**config.mk**
```make
export PLATFORM = sky130hd
export DESIGN_NAME = cot_seq_top
export DESIGN_NICKNAME = d
export VERILOG_FILES = /design/src/rtl/cot_pkg.sv /design/src/rtl/cot_phase_fsm.sv /design/src/rtl/cot_off_timer.sv /design/src/rtl/cot_floor_timer.sv /design/src/rtl/cot_seq_top.sv
export SDC_FILE = /design/constraint.sdc
export NUM_CORES = 1
export LEC_CHECK = 0
export ABC_CLOCK_PERIOD_IN_PS = 2300
export BUFFER_PORTS_ARGS = -buffer_cell sky130_fd_sc_hd__clkbuf_2
export CORE_MARGIN = 2
export CORE_UTILIZATION = 45
export CTS_BUF_LIST = sky130_fd_sc_hd__clkbuf_4
export DETAILED_ROUTE_END_ITERATION = 10
export GPL_ROUTABILITY_DRIVEN = 0
export PLACE_DENSITY = 0.67
export SYNTH_ARGS = -nofsm -noshare
export SYNTH_HDL_FRONTEND = slang
export SYNTH_HIERARCHICAL = 1
export SYNTH_SLANG_ARGS = --single-unit
export TNS_END_PERCENT = 1
```
**constraint.sdc**
```tcl
create_clock -name clk -period 2.3 [get_ports clk]
set_clock_uncertainty 0.1 [all_clocks]
set_input_delay 0.46 -clock clk [delete_from_list [all_inputs] [get_ports clk]]
set_output_delay 0.46 -clock clk [all_outputs]
set_load 0.02 [all_outputs]
```
**src/rtl/cot_pkg.sv**
```systemverilog
// Shared types for the constant on-time sequencer.
// Assumes a 2-bit decoded mode from the analog mode detector.
package cot_pkg;
    typedef enum logic [1:0] {
        MODE_OFF   = 2'd0,
        MODE_CCM   = 2'd1,
        MODE_ULTRA = 2'd2,
        MODE_PFM   = 2'd3
    } cot_mode_e;

    typedef enum logic [1:0] {
        PH_REST  = 2'd0,
        PH_LDEAD = 2'd1,
        PH_HIGH  = 2'd2,
        PH_HDEAD = 2'd3
    } cot_phase_e;
endpackage

```
**src/rtl/cot_phase_fsm.sv**
```systemverilog
// Switching phase machine: rest, gap before high, high pulse, gap after high.
// Also holds the diode-emulation latch that keeps the low switch open.
// Assumes DT_LH >= 1 and DT_HL >= 1; start is only honoured in the rest phase.
module cot_phase_fsm #(
    parameter int ON_W  = 8,
    parameter int DT_LH = 3,
    parameter int DT_HL = 1
) (
    input  logic                   clk,
    input  logic                   rst_n,
    input  logic                   kill,
    input  logic                   start,
    input  logic                   zc_enable,
    input  logic                   zero_cross,
    input  logic [ON_W-1:0]        on_time,
    output cot_pkg::cot_phase_e    phase,
    output logic                   diode_off,
    output logic                   high_enter,
    output logic                   high_exit
);
    import cot_pkg::*;

    localparam int DT_MAX = (DT_LH > DT_HL) ? DT_LH : DT_HL;
    localparam int DT_W   = $clog2(DT_MAX + 1);
    localparam int CNT_W  = (ON_W > DT_W) ? ON_W : DT_W;

    logic [CNT_W-1:0] cnt;
    logic [CNT_W-1:0] on_len_m1;

    // Pulse length minus one, with a zero request stretched to one cycle.
    assign on_len_m1 = (on_time == '0) ? '0 : CNT_W'(on_time - 1'b1);

    assign high_enter = (phase == PH_LDEAD) && (cnt == '0);
    assign high_exit  = (phase == PH_HIGH)  && (cnt == '0);

    // Phase sequencing and the low-side open latch.
    always_ff @(posedge clk) begin
        if (!rst_n || kill) begin
            phase     <= PH_REST;
            cnt       <= '0;
            diode_off <= 1'b1;
        end else begin
            case (phase)
                PH_REST: begin
                    if (start) begin
                        phase <= PH_LDEAD;
                        cnt   <= CNT_W'(DT_LH - 1);
                    end else if (zc_enable && zero_cross) begin
                        diode_off <= 1'b1;
                    end
                end
                PH_LDEAD: begin
                    if (cnt == '0) begin
                        phase     <= PH_HIGH;
                        cnt       <= on_len_m1;
                        diode_off <= 1'b0;
                    end else begin
                        cnt <= cnt - 1'b1;
                    end
                end
                PH_HIGH: begin
                    if (cnt == '0) begin
                        phase <= PH_HDEAD;
                        cnt   <= CNT_W'(DT_HL - 1);
                    end else begin
                        cnt <= cnt - 1'b1;
                    end
                end
                default: begin
                    if (cnt == '0) begin
                        phase <= PH_REST;
                    end else begin
                        cnt <= cnt - 1'b1;
                    end
                end
            endcase
        end
    end
endmodule

```
**src/rtl/cot_off_timer.sv**
```systemverilog
// Minimum off-time timer, loaded when the high pulse ends.
// Assumes MIN_OFF >= 1; done is high whenever no off-time is pending.
module cot_off_timer #(
    parameter int MIN_OFF = 40
) (
    input  logic clk,
    input  logic rst_n,
    input  logic kill,
    input  logic load,
    output logic done
);
    localparam int W = $clog2(MIN_OFF + 1);

    logic [W-1:0] cnt;

    // Count down the remaining off-time.
    always_ff @(posedge clk) begin
        if (!rst_n || kill) begin
            cnt <= '0;
        end else if (load) begin
            cnt <= W'(MIN_OFF - 1);
        end else if (cnt != '0) begin
            cnt <= cnt - 1'b1;
        end
    end

    assign done = (cnt == '0);
endmodule

```
**src/rtl/cot_floor_timer.sv**
```systemverilog
// Frequency floor timer: cycles since the last high-side rise.
// Flags expiry early enough that the forced pulse rises exactly FLOOR cycles
// after the previous one. Assumes FLOOR > DT_LH + 1.
module cot_floor_timer #(
    parameter int FLOOR = 4000,
    parameter int DT_LH = 3
) (
    input  logic clk,
    input  logic rst_n,
    input  logic kill,
    input  logic restart,
    output logic expired
);
    localparam int W      = $clog2(FLOOR + 1);
    localparam int THRESH = FLOOR - DT_LH - 1;

    logic [W-1:0] cnt;

    // Saturating count of cycles since the last pulse began.
    always_ff @(posedge clk) begin
        if (!rst_n || kill || restart) begin
            cnt <= '0;
        end else if (cnt != W'(FLOOR)) begin
            cnt <= cnt + 1'b1;
        end
    end

    assign expired = (cnt >= W'(THRESH));
endmodule

```
**src/rtl/cot_seq_top.sv**
```systemverilog
// Constant on-time sequencer top: mode decode, start decision, drive gating.
// Assumes comparator inputs are already synchronised to clk.
// Off mode or fault_off gates both drives combinationally.
module cot_seq_top #(
    parameter int ON_W    = 8,
    parameter int MIN_OFF = 40,
    parameter int DT_LH   = 3,
    parameter int DT_HL   = 1,
    parameter int FLOOR   = 4000
) (
    input  logic            clk,
    input  logic            rst_n,
    input  logic            fb_below,
    input  logic            zero_cross,
    input  logic [ON_W-1:0] on_time,
    input  logic [1:0]      mode,
    input  logic            fault_off,
    output logic            hs_en,
    output logic            ls_en
);
    import cot_pkg::*;

    cot_mode_e  mode_e;
    cot_phase_e phase;
    logic       kill;
    logic       zc_enable;
    logic       off_done;
    logic       floor_expired;
    logic       start;
    logic       diode_off;
    logic       high_enter;
    logic       high_exit;

    assign mode_e    = cot_mode_e'(mode);
    assign kill      = fault_off || (mode_e == MODE_OFF);
    assign zc_enable = (mode_e == MODE_PFM) || (mode_e == MODE_ULTRA);
    assign start     = off_done &&
                       (fb_below || ((mode_e == MODE_ULTRA) && floor_expired));

    cot_phase_fsm #(.ON_W(ON_W), .DT_LH(DT_LH), .DT_HL(DT_HL)) u_fsm (
        .clk        (clk),
        .rst_n      (rst_n),
        .kill       (kill),
        .start      (start),
        .zc_enable  (zc_enable),
        .zero_cross (zero_cross),
        .on_time    (on_time),
        .phase      (phase),
        .diode_off  (diode_off),
        .high_enter (high_enter),
        .high_exit  (high_exit)
    );

    cot_off_timer #(.MIN_OFF(MIN_OFF)) u_off (
        .clk   (clk),
        .rst_n (rst_n),
        .kill  (kill),
        .load  (high_exit),
        .done  (off_done)
    );

    cot_floor_timer #(.FLOOR(FLOOR), .DT_LH(DT_LH)) u_floor (
        .clk     (clk),
        .rst_n   (rst_n),
        .kill    (kill),
        .restart (high_enter),
        .expired (floor_expired)
    );

    assign hs_en = (phase == PH_HIGH) && !kill;
    assign ls_en = (phase == PH_REST) && !diode_off && !kill;
endmodule

```
# After elaboration in Yosys (flattened, before gate mapping)
# Index checks and enable logic that the tools add are counted.
# W data, S select, Z words.
dict set report totals {
  ram_bits 0
  elab_cells 68
  reg_bits 29
  latchBits 0
  mem_count 0
  mem_bits_ro 0
  output_inout_bits 2
  inputBits 15
}
dict set report op_classes {
  bitwise 0
  div_mod_pow 0
  n_mux 17
  n_lt_le_gt_ge 1
  addsub 4
  n_eq_ne 11
  multipliers 0
  shift 0
  reduce_logical 29
}
# cell n
set ops {}
lappend ops {{$mux W8} 5}
lappend ops {{$pmux W8 S3} 1}
lappend ops {{$logic_not A8 Y1} 2}
lappend ops {{$sub A8 B1 Y8 const B} 2}
lappend ops {{$add A12 B1 Y12 const B} 1}
lappend ops {{$ge A12 B12 Y1 const B} 1}
lappend ops {{$mux W6} 2}
lappend ops {{$ne A12 B12 Y1 const B} 1}
lappend ops {{$logic_and A1 B1 Y1} 8}
lappend ops {{$mux W2} 4}
lappend ops {{$reduce_and A4 Y1} 2}
lappend ops {{$eq A2 B2 Y1 const B} 3}
lappend ops {{$logic_not A6 Y1} 1}
lappend ops {{$ne A2 B2 Y1 const B} 3}
lappend ops {{$pmux W2 S3} 1}
lappend ops {{$reduce_bool A2 Y1} 3}
lappend ops {{$reduce_bool A6 Y1} 1}
lappend ops {{$sub A6 B1 Y6 const B} 1}
lappend ops {{$logic_or A1 B1 Y1} 5}
lappend ops {{$logic_not A2 Y1} 2}
lappend ops {{$ne A2 B1 Y1 const B} 2}
lappend ops {{$ne A4 B3 Y1 const B} 1}
lappend ops {{$logic_not A1 Y1} 3}
lappend ops {{$mux W1} 3}
lappend ops {{other kinds (4)} 4}

# Depth between registers and ports, before layout
dict set report logic_depth {
  word_depth 6
  depth_mapped 12
  depth_no_buf 11
}

# By module
# The synthesis kept the hierarchy.
# module area_per_inst_um2 cells_per_inst instances seq_area_each_um2
set modules_own_cells {}
lappend modules_own_cells {cot_phase_fsm 970.9 117 1 220.2}
lappend modules_own_cells {cot_floor_timer 635.6 72 1 240.2}
lappend modules_own_cells {cot_off_timer 379.1 39 1 120.1}
lappend modules_own_cells {cot_seq_top 56.3 7 1 0.0}

# Least setup slack after synthesis
# No wires, ideal clock.
dict set report synth_path {
  path_kind {register to register}
  from {register u_off.cnt[0]}
  to {register u_fsm.cnt[1]}
  arrival_time_ns 2.157
  period_less_slack_ns 2.376
  required_ns 2.081
  n_path_buf 1
  stages_incl_launch_ff 12
  setup_ns 0.119
  setup_slack_ns -0.076
  path_cell_list {dfxtp_1 > inv_1 > ha_1 > nor2b_1 > nor2b_2 > nand4b_1 > nand2_1 > nor2b_1 > a31oi_1 > buf_2 > o221ai_1 > o221a_2}
}
dict set report synth_between {
  elab_chain_len 4
}
# element line
set synth_rtl {}
lappend synth_rtl {{start: declaration} cot_off_timer.sv:14} ;# logic [W-1:0] cnt;
lappend synth_rtl {{start signal: assignment} cot_off_timer.sv:21} ;# cnt <= W'(MIN_OFF - 1);
lappend synth_rtl {{start signal: assignment} cot_off_timer.sv:23} ;# cnt <= cnt - 1'b1;
lappend synth_rtl {{$logic_not A6 Y1} cot_off_timer.sv:27} ;# assign done = (cnt == '0);
lappend synth_rtl {{named net off_done} cot_seq_top.sv:27} ;# logic off_done;
lappend synth_rtl {{$logic_and A1 B1 Y1} cot_seq_top.sv:37} ;# assign start = off_done &&
lappend synth_rtl {{named net start} cot_seq_top.sv:29} ;# logic start;
lappend synth_rtl {{$ne A2 B2 Y1 (no source line)} n/a}
lappend synth_rtl {{$reduce_and A2 Y1 (no source line)} n/a}
lappend synth_rtl {{end signal: assignment} cot_phase_fsm.sv:64} ;# cnt <= CNT_W'(DT_HL - 1);
lappend synth_rtl {{end signal: assignment} cot_phase_fsm.sv:66} ;# cnt <= cnt - 1'b1;
lappend synth_rtl {{end signal: assignment} cot_phase_fsm.sv:73} ;# cnt <= cnt - 1'b1;
lappend synth_rtl {{end: declaration} cot_phase_fsm.sv:27} ;# logic [CNT_W-1:0] cnt;
# The timed path passes the listed nets, and every way through them passes these cells.
# A chain may end at the register's enable or synchronous reset.

# Final worst setup path
dict set report layout_path {
  from {register u_off.cnt[1]}
  to {register u_fsm.cnt[4]}
}
# Same word-level chain as after synthesis.

==> flow_metrics.py <==
metrics = {
    "place": {
        "place_inst": 314,
        "dp_hpwl_um": 3530,
        "placed_area_um2": 2280,
        "portBuffers": 16,
    },
    "yosys": {
        "yosys_warnings": 6,
        "syn-cell-area_um2": 2040,
        "synthCells": 235,
        "synth_edf_count": 0,
        "ys.flop_type": "dfxtp_1",
        "avgSynthCellArea_um2": 8.69,
        "yosysSeqAreaShare_pct": 28.4,
        "synth_nets": 262,
        "synth_cell_types": 59,
        "synthArstFlopShare_pct": 0,
        "ys_ff_latch": 29,
    },
    "setup_path": {
        "crit_chain": "inv_1 -> ha_1 -> nor2b_4 -> nor2b_4 -> nand4b_1 -> nand2_2 -> nand2b_4 -> nand3_1 -> or3_1 -> a22o_1 -> a21oi_1",
        "crit_path_frequent_cell": "nor2b_4",
        "max_stage_delay_ps": 350,
        "worstPathMaxFanout": 4,
        "path_delay_family": "simple AND/OR/NAND/NOR gates",
        "cp_slowest_cell": "dfxtp_2",
        "critical_path_class": "reg -> reg",
        "worstSetupEndpointType": "flip-flop",
        "path_buf_inv": 1,
        "cp-start-kind": "flip-flop",
        "critical_path_required_ps": 2470,
        "critPathArrivalTime_ps": 2330,
    },
    "power_and_ir_drop": {
        "clock_power_share_pct": 21.1,
        "power.density_nw_per_um2": 844,
        "p_comb_share_pct": 49.6,
        "intPower_w": 0.00127,
        "peakVddDrop_v": 0.000348,
        "pwr-share-seq_pct": 29.3,
        "switching_power_w": 0.000745,
        "switching_share_pct": 36.9,
        "totalPowerFinal_w": 0.00202,
        "p_leak_nw": 0.928,
    },
    "drt": {
        "routedWlPerCell_um": 14.0,
        "drt_pass1_iterations": 4,
        "via_per_inst": 5.63,
        "antenna_left": 0,
        "drc": 0,
        "finalWirelength_um": 4510,
        "dr_total_vias": 1819,
        "initialDrtViolationCount": 58,
    },
    "layout": {
        "ff_latch_area_um2": 582,
        "diodes": 0,
        "layout_common_cells": "dfxtp_1 (28), nor2_1 (19), buf_4 (19)",
        "multi_input_area_um2": 1380,
        "drive_gt1_share_pct": 28.0,
        "fill_cells": 411,
        "final_common_cell": "dfxtp_1",
        "syn_to_final_growth_pct": 17.1,
        "nets": 297,
        "final_cells": 323,
        "utilization_pct": 54.9,
        "final_cell_area_um2": 2390,
    },
    "timing": {
        "post-route-period-util_pct": 93.7,
        "max_freq_mhz": 464,
        "hold-worst-slack_ps": 359,
        "setup_viol": 0,
        "fin_crit_ps": 2160,
        "slew_viol_final": 0,
        "final-hold-violation-count": 0,
        "max_slew_margin_pct": 66.1,
        "worst_slew_pin_slew_ps": 507,
    },
    "die": {
        "pin_count": 17,
        "start_util_pct": 46.9,
        "die_area_um2": 5090,
        "fp.dieH_um": 71.4,
        "core-area_um2": 4350,
        "rows": 24,
        "fp.dieW_um": 71.4,
    },
    "clock_network": {
        "cts_tree": "built",
        "clkTransAtPathRegs_ps": 100,
        "cts.sinks": 29,
        "htreeDepth": 2,
        "cts-root-buf": "clkbuf_4",
        "clock_path_buffers": 2,
        "clock_latency_ps": 350,
        "cts_inserted_buffers": 5,
    },
    "flow_run": {
        "maxCapViolations": 0,
    },
    "global_route": {
        "grt.total_usage_pct": 18.7,
        "grt_pass1_wl_um": 7530,
        "grt_pass1_vias": 1676,
        "grt_start_max_net_pins": 13,
        "antenna_found_initial": 0,
        "grt_overflow": 0,
    },
    "status": {
        "status": "finished, final reports clean",
    },
    "min_path": {
        "worstHoldPathType": "in -> reg",
    },
}
[final cells by class]
| type | count | area share (%) |
|---|---|---|
| clock inverters | 3 | 1.73 |
| clock buffers | 5 | 1.57 |
| inverters | 17 | 2.67 |
| well taps | 52 | 2.72 |
| repair buffers | 35 | 9.31 |
| flip-flops and latches | 29 | 24.3 |
| multi-input cells | 182 | 57.7 |
[final timing paths]
path	start	end	slack [ps]	cells past startpoint
hold / removal	zero_cross	u_fsm/diode_off	360	3
setup / recovery	u_off/cnt[1]	u_fsm/cnt[4]	140	11
hold reg to reg	u_floor/cnt[11]	u_floor/cnt[11]	400	2
setup reg to reg	u_off/cnt[1]	u_fsm/cnt[4]	140	11
[timing repair]
action                     in CTS  in global routing
setup endpoints to repair       0                  5
hold buffers                    0                  0
buffers inserted                0                  1
gates resized for setup         0                  6
[kinds of logic (layout without fill, tap and decap cells)]
group                      after synthesis  in the layout  share of synthesized area, %
buffers and inverters                   24             60                          5.64
xor gates and xnor gates                10             10                          4.29
AOI/OAI and AO/OA                       55             55                          20.0
adders and majority gates               12             12                          7.35
DFF                                     29             29                          28.4
muxes                                    5              5                          2.45
and+or+nand+nor                        100            100                          31.9
[sequential cells by signal (all words and copies together), names as in the netlist]
| name | flops |
|---|---|
| u_fsm/phase | 2 |
| u_floor/cnt | 12 |
| u_off/cnt | 6 |
| u_fsm/cnt | 8 |
| u_fsm/diode_off | 1 |
[layer usage]
metal	global-route usage (%)	routed length (µm)
met4	8.18	95
met2	28.9	2040
met1	25.2	2200
met5	0	0
met3	3.80	171
[power groups by stage]
stage | registers (W) | logic (W) | clock network [W]
floorplan | 0.000596 | 0.000701 | 0
global placement | 0.000600 | 0.000917 | 0
detailed placement | 0.000601 | 0.000924 | 0
CTS | 0.000589 | 0.000931 | 0.000440
global route | 0.000600 | 0.00109 | 0.000455
finish | 0.000592 | 0.00100 | 0.000426
[tightest hold or removal path, delay by kind of cell]
family	cells	cell delay, ps
compound gates	2	210
buf+inv	1	100
[metrics by stage]
step | setup WS [ps] | setup TNS, ps
4_1_cts | 57.0 | 0
2_1_floorplan | 38.1 | 0
5_1_grt | -51.0 | -63.7
3_3_place_gp | 117 | 0
3_5_place_dp | 83.7 | 0
6_report | 144 | 0
[Yosys cell counts (3+ instances only)]
master	instances	area share (%)
xor2_1	5	2.1
nand2_1	19	3.5
or3_2	3	1.1
o31ai_1	6	2.2
nor3b_1	3	1.1
buf_6	3	1.7
dfxtp_1	29	28
or3_1	4	1.2
nand2b_1	6	1.8
mux2i_1	5	2.5
a31oi_1	5	1.5
nor2_1	19	3.5
inv_1	17	3.1
a21oi_1	11	2.7
nor3_1	4	0.98
ha_1	12	7.4
nand3_1	7	1.7
o21ai_0	11	2.7
nor2b_1	6	1.8
or4_1	4	1.5
xnor2_1	5	2.1
and3_1	3	0.92
Power figures use the tool's default switching activity.
